[config.mk]
export PLATFORM = sky130hd
export DESIGN_NAME = gpio_chg_port
export DESIGN_NICKNAME = d
export VERILOG_FILES = /design/src/rtl/gpio_chg_pkg.sv /design/src/rtl/gpio_sync.sv /design/src/rtl/gpio_regs.sv /design/src/rtl/gpio_chg_fsm.sv /design/src/rtl/gpio_chg_port.sv
export SDC_FILE = /design/constraint.sdc
export NUM_CORES = 1
export LEC_CHECK = 0
export BUFFER_PORTS_ARGS = -buffer_cell sky130_fd_sc_hd__buf_2
export CAP_MARGIN = 10
export CORE_MARGIN = 2
export CORE_UTILIZATION = 56
export DETAILED_ROUTE_END_ITERATION = 8
export GPL_TIMING_DRIVEN = 1
export PLACE_DENSITY = 0.84
export SYNTH_ARGS = -nofsm -noshare
export SYNTH_HDL_FRONTEND = slang
export SYNTH_HIERARCHICAL = 1
export SYNTH_SLANG_ARGS = --single-unit
[constraint.sdc]
create_clock -name clk -period 3.44 [get_ports clk]
set_clock_uncertainty 0.1 [all_clocks]
set_input_delay 0.172 -clock clk [delete_from_list [all_inputs] [get_ports clk]]
set_output_delay 0.172 -clock clk [all_outputs]
set_load 0.05 [all_outputs]
[src/rtl/gpio_chg_pkg.sv]
package gpio_chg_pkg;

    typedef enum logic [1:0] {
        REG_PORT = 2'd0,
        REG_DIR  = 2'd1,
        REG_CTRL = 2'd2,
        REG_PBIT = 2'd3
    } reg_sel_e;

    typedef enum logic [1:0] {
        CHG_CLEAR  = 2'd0,
        CHG_ACTIVE = 2'd1,
        CHG_HELD   = 2'd2
    } chg_state_e;

    localparam int CTRL_PUD_BIT  = 7;
    localparam int CTRL_IE_BIT   = 3;
    localparam int CTRL_FLAG_BIT = 0;

endpackage

[src/rtl/gpio_sync.sv]
module gpio_sync #(
    parameter int W = 8
) (
    input  logic         clk,
    input  logic         rst_n,
    input  logic [W-1:0] raw,
    output logic [W-1:0] synced
);

    for (genvar b = 0; b < W; b++) begin : g_bit
        logic meta_q;
        logic stab_q;

        always_ff @(posedge clk or negedge rst_n) begin
            if (!rst_n) begin
                meta_q <= 1'b0;
                stab_q <= 1'b0;
            end else begin
                meta_q <= raw[b];
                stab_q <= meta_q;
            end
        end

        assign synced[b] = stab_q;
    end

endmodule

[src/rtl/gpio_regs.sv]
module gpio_regs
    import gpio_chg_pkg::*;
#(
    parameter int W = 8
) (
    input  logic         clk,
    input  logic         rst_n,
    input  logic [1:0]   addr,
    input  logic         wr,
    input  logic [W-1:0] wdata,
    input  logic [W-1:0] sync_pins,
    output logic [W-1:0] dir_q,
    output logic [W-1:0] latch_q,
    output logic         pud_q,
    output logic         ie_q
);

    localparam int IDX_W = $clog2(W);

    logic [W-1:0] merged;

    always_comb begin
        merged = sync_pins;
        merged[wdata[IDX_W-1:0]] = wdata[IDX_W];
    end

    always_ff @(posedge clk or negedge rst_n) begin
        if (!rst_n) begin
            dir_q   <= '1;
            latch_q <= '0;
            pud_q   <= 1'b1;
            ie_q    <= 1'b0;
        end else if (wr) begin
            unique case (reg_sel_e'(addr))
                REG_PORT: latch_q <= wdata;
                REG_DIR:  dir_q   <= wdata;
                REG_CTRL: begin
                    pud_q <= wdata[CTRL_PUD_BIT];
                    ie_q  <= wdata[CTRL_IE_BIT];
                end
                REG_PBIT: latch_q <= merged;
            endcase
        end
    end

endmodule

[src/rtl/gpio_chg_fsm.sv]
module gpio_chg_fsm
    import gpio_chg_pkg::*;
#(
    parameter int W   = 8,
    parameter int LSB = 4
) (
    input  logic             clk,
    input  logic             rst_n,
    input  logic [W-1:0]     sync_pins,
    input  logic [W-1:0]     dir_q,
    input  logic             port_access,
    input  logic             clr_req,
    output logic [W-LSB-1:0] snap_q,
    output logic             mismatch,
    output logic             flag
);

    chg_state_e state_q, state_d;

    assign mismatch = |((sync_pins[W-1:LSB] ^ snap_q) & dir_q[W-1:LSB]);

    always_ff @(posedge clk or negedge rst_n) begin
        if (!rst_n) begin
            state_q <= CHG_CLEAR;
            snap_q  <= '0;
        end else begin
            state_q <= state_d;
            if (port_access) begin
                snap_q <= sync_pins[W-1:LSB];
            end
        end
    end

    always_comb begin
        state_d = state_q;
        unique case (state_q)
            CHG_CLEAR: begin
                if (!port_access && mismatch) state_d = CHG_ACTIVE;
            end
            CHG_ACTIVE: begin
                if (port_access || !mismatch) state_d = CHG_HELD;
            end
            CHG_HELD: begin
                if (port_access)   state_d = CHG_HELD;
                else if (mismatch) state_d = CHG_ACTIVE;
                else if (clr_req)  state_d = CHG_CLEAR;
            end
            default: state_d = CHG_CLEAR;
        endcase
    end

    always_comb begin
        flag = (state_q != CHG_CLEAR);
    end

endmodule

[src/rtl/gpio_chg_port.sv]
module gpio_chg_port
    import gpio_chg_pkg::*;
#(
    parameter int W       = 8,
    parameter int CHG_LSB = 4
) (
    input  logic         clk,
    input  logic         rst_n,
    input  logic [1:0]   bus_addr,
    input  logic         bus_wr,
    input  logic         bus_rd,
    input  logic [W-1:0] bus_wdata,
    output logic [W-1:0] bus_rdata,
    input  logic [W-1:0] pin_in,
    output logic [W-1:0] pin_out,
    output logic [W-1:0] pin_oe,
    output logic [W-1:0] pin_pull_en,
    output logic         chg_irq
);

    logic [W-1:0]         sync_pins;
    logic [W-1:0]         dir_q;
    logic [W-1:0]         latch_q;
    logic                 pud_q;
    logic                 ie_q;
    logic [W-CHG_LSB-1:0] snap_q;
    logic                 mismatch;
    logic                 flag;
    logic                 port_access;
    logic                 clr_req;
    logic [W-1:0]         ctrl_view;

    gpio_sync #(.W(W)) u_sync (
        .clk    (clk),
        .rst_n  (rst_n),
        .raw    (pin_in),
        .synced (sync_pins)
    );

    gpio_regs #(.W(W)) u_regs (
        .clk       (clk),
        .rst_n     (rst_n),
        .addr      (bus_addr),
        .wr        (bus_wr),
        .wdata     (bus_wdata),
        .sync_pins (sync_pins),
        .dir_q     (dir_q),
        .latch_q   (latch_q),
        .pud_q     (pud_q),
        .ie_q      (ie_q)
    );

    assign port_access = (bus_rd || bus_wr) &&
                         ((bus_addr == REG_PORT) || (bus_addr == REG_PBIT));
    assign clr_req     = bus_wr && (bus_addr == REG_CTRL) && !bus_wdata[CTRL_FLAG_BIT];

    gpio_chg_fsm #(.W(W), .LSB(CHG_LSB)) u_fsm (
        .clk         (clk),
        .rst_n       (rst_n),
        .sync_pins   (sync_pins),
        .dir_q       (dir_q),
        .port_access (port_access),
        .clr_req     (clr_req),
        .snap_q      (snap_q),
        .mismatch    (mismatch),
        .flag        (flag)
    );

    always_comb begin
        ctrl_view                = '0;
        ctrl_view[CTRL_PUD_BIT]  = pud_q;
        ctrl_view[CTRL_IE_BIT]   = ie_q;
        ctrl_view[CTRL_FLAG_BIT] = flag;
    end

    always_comb begin
        unique case (reg_sel_e'(bus_addr))
            REG_PORT: bus_rdata = sync_pins;
            REG_DIR:  bus_rdata = dir_q;
            REG_CTRL: bus_rdata = ctrl_view;
            REG_PBIT: bus_rdata = sync_pins;
        endcase
    end

    assign pin_out     = latch_q;
    assign pin_oe      = ~dir_q;
    assign pin_pull_en = dir_q & {W{~pud_q}};
    assign chg_irq     = flag & ie_q;

endmodule

* After elaboration in Yosys (flattened, before gate mapping)
Cells that the tools add are included.
Cells by class: order comparisons 2, equality and inequality tests 8, multiplexer cells 11, bitwise gates (word level) 6, reductions and logical operators 21
Operator list (count):
- 8-bit case mux with 3 select lines | 1
- 8-bit case mux with 2 select lines | 1
- 2-bit 2-to-1 mux | 5
- 8-bit bitwise AND | 1
- 8-bit bitwise mux | 1
- 8-bit inverter | 1
- 2-bit == test (second input constant) | 3
- 2-bit case mux with 3 select lines | 1
- 2-bit AND reduction | 3
- 1-bit logical AND | 5
- 4-bit bitwise AND | 1
- 2-bit by 1-bit == test with 1-bit output (second input constant) | 2
- 2-bit logical NOT | 2
- 3-bit by 4-bit < comparator with 1-bit output (second input constant) | 1
- 2-bit by 1-bit != test with 1-bit output (second input constant) | 2
- 4-bit by 2-bit != test with 1-bit output (second input constant) | 1
- 2-bit nonzero test | 2
- 4-bit OR reduction | 1
- 4-bit bitwise XOR | 1
- 1-bit demux with 3-bit select | 1
- 3-bit by 1-bit greater-or-equal comparator with 1-bit output (second input constant) | 1
- 1-bit logical NOT | 3
- 1-bit logical OR | 3
- 3-bit AND reduction | 1
- other kinds (4) | 4
Storage, ports and cells: register bits 40, bits of input ports 22, logic and storage cells 70

* Logic depth before layout (Yosys ltp)
Gate-level depths: netlist of run 1.
word-level depth 7, mapped depth 7

* Hierarchy
The synthesis of run 1 kept the hierarchy.
Modules (own cells, without submodules):
- gpio_regs | instances 1, cells an instance 86, area an instance 1038.5 sq um
- gpio_sync | instances 1, cells an instance 24, area an instance 460.4 sq um
- gpio_chg_fsm | instances 1, cells an instance 24, area an instance 292.8 sq um
- gpio_chg_port | instances 1, cells an instance 40, area an instance 247.7 sq um

* Worst setup path before layout of run 1
OpenSTA, ideal clock, no wires.
kind input-to-output, start input bus_addr[0], end output bus_rdata[5], arrival 1.695 ns, path slack 1.473 ns, stages on the path 4, path buffers 0, path through inv_1 ha_1 nand2_1 o21ai_0
Between the ends: cells in the longest elaborated chain, start to end 3, elaborated cells on any way between the ends 6
Ends and longest elaborated chain:
- start: declaration | RTL line gpio_chg_port.sv:9 | input logic [1:0] bus_addr,
- 2-bit == test or 2-bit logical NOT (tied branches) | RTL line gpio_chg_port.sv:77 | unique case (reg_sel_e'(bus_addr))
- 2-bit OR reduction (no line)
- 8-bit case mux with 3 select lines * | RTL line gpio_chg_port.sv:77
- end: declaration | RTL line gpio_chg_port.sv:13 | output logic [W-1:0] bus_rdata,
Mark *: on every way between the ends. The rest lies on a longest branch, timed or not.

* Final worst setup path of run 1
start register u_fsm.state_q[0], end output bus_rdata[0]
Between the ends: cells in the longest elaborated chain, start to end 2
Ends and longest elaborated chain:
- start: declaration | RTL line gpio_chg_fsm.sv:18 | chg_state_e state_q, state_d;
- start signal: assignment | RTL line gpio_chg_fsm.sv:27 | state_q <= state_d;
- 2-bit nonzero test | RTL line gpio_chg_fsm.sv:53 | flag = (state_q != CHG_CLEAR);
- named net flag | RTL line gpio_chg_port.sv:28 | logic flag;
- 8-bit case mux with 3 select lines | RTL line gpio_chg_port.sv:77
The timed path passes the listed nets, and every way through them passes these cells.

==> results of run 1 <==
[critical path: cells and delay by family (launching register included)]
kind,cells,cell delay (ps)
buffers and inverters,1,240
AOI/OAI and AO/OA,2,320
DFF,1,400
and+or+nand+nor,1,330
[worst max path at each step]
| stage | startpoint | end | slack [ps] | depth (start not counted) |
|---|---|---|---|---|
| 2_1_floorplan | bus_addr[0] | bus_rdata[5] | 1470 | 4 |
| 3_3_place_gp | bus_addr[0] | u_regs/latch_q[0] | 1750 | 6 |
| 6_report | u_fsm/state_q[0] | bus_rdata[0] | 1540 | 4 |
| 3_5_place_dp | bus_addr[0] | u_regs/latch_q[6] | 1680 | 6 |
| 5_1_grt | u_fsm/state_q[0] | bus_rdata[0] | 1440 | 4 |
| 4_1_cts | u_fsm/state_q[0] | bus_rdata[0] | 1530 | 4 |
[power by group through the flow]
stage	Combinational, mW	Clock [mW]	Sequential (mW)
6_report	0.565	0.218	0.610
5_1_grt	0.600	0.244	0.621
4_1_cts	0.566	0.224	0.609
3_5_place_dp	0.554	0	0.617
3_3_place_gp	0.546	0	0.614
2_1_floorplan	0.391	0	0.661
[kinds of logic (layout without fill, tap and decap cells)]
kind of cell	after synthesis	count (layout)	synth area share
xor gates and xnor gates	4	4	0.0172
AOI/OAI and AO/OA	24	24	0.123
adders and majority gates	5	5	0.0307
muxes	21	21	0.112
buffers and inverters	32	88	0.0963
DFF	40	40	0.496
and+or+nand+nor	48	48	0.125
[flip-flops by register name, summed over array words and instances (netlist names)]
register             flops
u_regs/latch_q           8
u_regs/dir_q             8
u_sync/g_bit.stab_q      8
u_fsm/state_q            2
u_sync/g_bit.meta_q      8
u_regs/pud_q             1
u_regs/ie_q              1
u_fsm/snap_q             4
[metal layers]
metal,vias up,GRT usage,share of wire
met4,0,0.0798,0.019
met2,54,0.336,0.46
met5,-,0,0
met1,707,0.306,0.47
li1,695,-,-
met3,11,0.0634,0.056
[area by class of cell]
cell class / count / area (um2) / area share
Multi-Input combinational cell: 102 / 831 / 0.346
Timing Repair Buffer: 67 / 400 / 0.167
Tap cell: 46 / 57.6 / 0.0240
Clock buffer: 7 / 45.0 / 0.0188
Inverter: 14 / 52.6 / 0.0219
Sequential cell: 40 / 1010 / 0.422
[timing repair]
item / CTS / global route
resized for setup: 0 / 0
hold buffers: 13 / 0
endpoints found under the hold margin: 43 / 0
[cells in the final DEF, fill, tap and decap left out, types with 2 or more instances in the layout]
cell type	Yosys	routed
buf_2	4	54
dfrtp_1	31	31
nor2_1	25	25
inv_1	14	14
mux2_2	14	14
dlygate4sd3_1	0	13
a221oi_2	9	9
dfstp_2	9	9
nand2_1	8	8
mux2i_1	7	7
ha_1	5	5
clkbuf_4	0	5
a22o_2	4	4
xor2_1	4	4
nand3b_1	3	3
nor3b_2	3	3
o21ai_0	2	2
a221oi_1	2	2
a21oi_1	2	2
and2_1	2	2
clkbuf_1	0	2
a22oi_1	2	2
==> key figures, run 1 <==
Status
  • Status: complete, no violations

STA
  • Final hold vios: 0
  • Final worst-path cycle share: 0.552
  • RSZ-0062 raised after global routing: false
  • Worst-Margin Slew: between 800 and 900 ps
  • Period minus WS final: approximately 1900 ps
  • Post-route setup slack: 1540 ps
  • Relative slew slack: 0.431
  • Worst hold margin: about 99 ps
  • Slew Limit Fails: 0
  • Setup-failing EPs final: 0
  • Setup tns final: 0 ps
  • Max frequency: between 0.5 and 0.6 GHz

CTS
  • H-Tree Depth: 2
  • CTS root buf: clkbuf_4
  • Cts bufs inserted: 5
  • Clock buffer depth: 2
  • CTS tree: done
  • Number of setup buffers added after CTS: 0
  • Sink Count: 40
  • Worst skew pair latency: around 340 ps
  • Worst-path clk slew: ~110 ps

Place
  • Post-Place Worst Slack: around 1700 ps
  • Post-DP HPWL: about 2900 um
  • Placed cells: around 260
  • Placer Congestion: between 0.7 and 0.8
  • PortBufs: between 50 and 60
  • Placed cell area: around 0.0022 mm2

Worst setup path
  • Setup slack, reg-to-reg: roughly 2100 ps
  • FF-to-FF End: u_fsm/state_q[1]
  • Worst EP required: 3170 ps
  • Reg2Reg Depth: 4
  • CP peak stage delay: roughly 400 ps
  • Critical path capture point type: output port
  • Worst Path Arrival: approximately 1600 ps
  • Critical path class: flop to output port
  • Worst Path Max Fanout: 3
  • Reg-to-Reg Start: u_sync/g_bit[6].stab_q
  • Critical path's slowest cell: dfrtp_1
  • Critical path cell sequence: or2_2, a221oi_1, a21oi_1, buf_2
  • CP Launch Type: flop

Worst hold path
  • Hold_sp: bus_wdata[3]
  • Sink of the worst hold path: u_regs/latch_q[3]
  • Worst hold path stage count: 3
  • HP Class: primary input to flop

Layout
  • Fin nets: around 260
  • Non-filler instance count after layout: 276
  • # diodes: 0
  • Fin util: 0.702
  • Fraction of layout cells with a size suffix above 1: 0.452
  • Final instance area: 0.00240 mm2
  • Area Overhead vs Synth: 17.6%
  • FILL cells: 290

Power and ir drop
  • Cell-internal power: 0.796 mW
  • Combinational power share: 0.406
  • P_leak: between 1 and 1.5 nW
  • Sequential Power Share: 0.438
  • Switch share: 0.428
  • Peak VDD IR: 352 uV
  • Clk network pwr share: 0.157
  • Sw Pwr: between 0.5 and 0.6 mW
  • Pwr dens: approximately 580 mW/mm2
  • Overall power: 1.39 mW

Synthesis
  • Ys Warns: 6
  • Synth area leader: dfrtp_1
  • Syn Nets: 201
  • Avg Cell Area, Syn: around 12 um2
  • Share of the synthesized area in the top cell type: 0.380
  • Top FF cell, synth: dfrtp_1
  • Count leader, synth: dfrtp_1
  • Post-synth EDFFs: 0
  • Number of synthesized register bits: 40
  • Syn Inst Count: ~170
  • Post-synth top cells: 31 x dfrtp_1, 25 x nor2_1, 14 x inv_1, 14 x mux2_2
  • Most area-consuming cells after synthesis: dfrtp_1 38%, dfstp_2 12%, mux2_2 7.7%
  • Register area share after synthesis: 0.496
  • Cell variety after synth: 31
  • Async SR Flop Fraction: 1.00
  • Synthesized cell area: just over 0.002 mm2

Global routing
  • First-pass GRT wire length: roughly 6900 um
  • GRT Util Overall: 0.222
  • Initial antenna violation count: 0
  • Number of global-route vias before repair: 1,464
  • GRT Residual Overflow: 0
  • Largest net degree at the start of global routing: just over 40

Drt
  • Total number of vias: around 1.5k
  • Drt wl/cell: 14.9 um
  • Routed Antenna Nets: 0
  • Starting DRT DRC Count: 70
  • DR pass1 iterations: 4
  • Total wire length: approximately 4100 um
  • Via/cell ratio: roughly 5.3
  • DRC errors left: 0

Floorplanning
  • Die width: 64.4 um
  • Initial Util: 0.597
  • # IOs: 55
  • Die Y-Extent: ~64 um
  • Core Footprint: 0.00342 mm2
  • Die area: slightly above 0.004 mm2
  • # rows: 21

Run
  • Max Cap Viol: 0
Note: power is estimated with default switching activity, not from simulation.
==> run 2, diff against run 1 <==
CORE_UTILIZATION = 52   (was 56)
PLACE_DENSITY = 0.79   (was 0.84)
clock period = 1.8 ns   (was 3.44 ns; I/O delays follow)
==> key figures, run 2 (synthesis gave the netlist of run 1 again) <==
Power and ir drop
  • Sw Pwr: 1.16 mW
  • Cell-internal power: 1.69 mW
  • P_leak: between 1 and 1.5 nW
  • Combinational power share: 0.382
  • Clk network pwr share: 0.211
  • Pwr dens: between 1000 and 1500 mW/mm2
  • Sequential Power Share: 0.408
  • Peak VDD IR: roughly 640 uV
  • Switch share: 0.408
  • Overall power: 2.85 mW

Place
  • Placed cells: about 260
  • Placed cell area: about 0.0022 mm2
  • PortBufs: 54
  • Placer Congestion: roughly 0.73
  • Post-DP HPWL: approximately 2800 um

Run
  • Max Cap Viol: 0

STA
  • Setup tns final: 0 ps
  • Final hold vios: 0
  • Slew Limit Fails: 0
  • Worst-Margin Slew: around 740 ps
  • Max frequency: around 0.59 GHz
  • RSZ-0062 raised after global routing: false
  • Final worst-path cycle share: 0.947
  • Setup-failing EPs final: 0
  • Relative slew slack: 0.506
  • Period minus WS final: roughly 1700 ps

CTS
  • H-Tree Depth: 2
  • CTS root buf: clkbuf_8
  • Clock buffer depth: 2
  • Cts bufs inserted: 5
  • Sink Count: 40
  • Number of setup buffers added after CTS: 0
  • Worst skew pair latency: 290 ps
  • Worst-path clk slew: around 80 ps
  • CTS tree: done

Drt
  • Total number of vias: 1,424
  • DRC errors left: 0
  • Routed Antenna Nets: 0
  • Drt wl/cell: between 10 and 15 um
  • Total wire length: 4090 um
  • Starting DRT DRC Count: 43
  • DR pass1 iterations: 4
  • Via/cell ratio: about 5

Worst setup path
  • Worst Path Arrival: about 1500 ps
  • CP Launch Type: flop
  • Worst Path Max Fanout: 3
  • CP peak stage delay: about 400 ps
  • Family with the most delay on the worst path: flip-flops
  • Critical path cell sequence: or2_2, a221oi_2, a21oi_1, buf_2
  • Worst EP required: between 1500 and 2000 ps
  • Setup slack, reg-to-reg: ~410 ps
  • Worst path bufs/invs: 1
  • Critical path's slowest cell: dfrtp_1
  • Critical path capture point type: output port
  • Critical path class: flop to output port

Floorplanning
  • Die Y-Extent: 66.6 um
  • # rows: 22
  • Die area: between 0.004 and 0.005 mm2
  • # IOs: between 50 and 60
  • Initial Util: 0.549
  • Core Footprint: ~0.0037 mm2
  • Die width: around 67 um

Global routing
  • Largest net degree at the start of global routing: between 40 and 50
  • GRT Residual Overflow: 0
  • GRT Util Overall: 0.201
  • Initial antenna violation count: 0
  • First-pass GRT wire length: about 6400 um
  • Number of global-route vias before repair: between 1k and 1.5k

Status
  • Status: complete, no violations

Layout
  • Fraction of layout cells with a size suffix above 1: 0.474
  • Non-filler instance count after layout: about 280
  • # diodes: 0
  • Final instance area: ~0.0025 mm2
  • Area Overhead vs Synth: 21.5%
  • Most frequent cells in the layout: 54 x buf_2, 31 x dfrtp_1, 25 x nor2_1
  • Most common cell after layout, fill and taps aside: buf_2
  • Fin nets: 260

Worst hold path
  • HP Class: primary input to flop
run 2: repair_timing:
action,in CTS,in global routing
hold buffers,13,0
endpoints found under the setup margin,0,1
gates resized for setup,0,1
endpoints found under the hold margin,44,0
run 2: worst reg2reg max path, cell delays in order (launching register included):
cell and delay [ps]:
dfrtp_1 440, xor2_1 170, a22oi_1 190, nand2_1 110, a221oi_2 290
run 2: cell type report:
class | count | area (um2)
Tap cell | 48 | 60.1
Clock buffer | 6 | 82.6
Timing Repair Buffer | 70 | 423
Multi-Input combinational cell | 102 | 837
Sequential cell | 40 | 1010
Inverter | 14 | 52.6
Fill cell | 298 | 1240
Clock inverter | 2 | 10.0
run 2: final timing paths:
kind / startpoint / endpoint / depth (start not counted)
min reg2reg: u_sync/g_bit[6].meta_q / u_sync/g_bit[6].stab_q / 0
min: bus_wdata[3] / u_regs/latch_q[3] / 3
max in group asynchronous: rst_n / u_regs/dir_q[2] / 3
min in group asynchronous: rst_n / u_regs/latch_q[3] / 3
max: u_fsm/state_q[0] / bus_rdata[0] / 4
max reg2reg: u_sync/g_bit[7].stab_q / u_fsm/state_q[1] / 4
run 2: through the flow:
stage	hold WS (ps)	worst slack, ps	utilization
after floorplan	-306	16.9	-
after global placement	67.8	215	0.605
after detailed placement	68.5	162	0.605
after CTS	59.6	60.6	0.665
after global routing	74.1	14.2	0.667
final	64.6	94.6	0.667
run 2: power groups by stage:
stage	clock, mW	sequential, mW	combinational, mW
finish	0.599	1.16	1.09
global route	0.668	1.18	1.15
CTS	0.621	1.16	1.09
detailed placement	0	1.18	1.06
global placement	0	1.18	1.04
floorplan	0	1.26	0.747
run 2: metal layers:
metal | global-route usage | up-vias | wire, um
li1 | - | 699 | -
met1 | 0.272 | 681 | 1950
met2 | 0.310 | 40 | 1860
met3 | 0.0574 | 4 | 227
met4 | 0.0689 | 0 | 55
met5 | 0 | - | 0
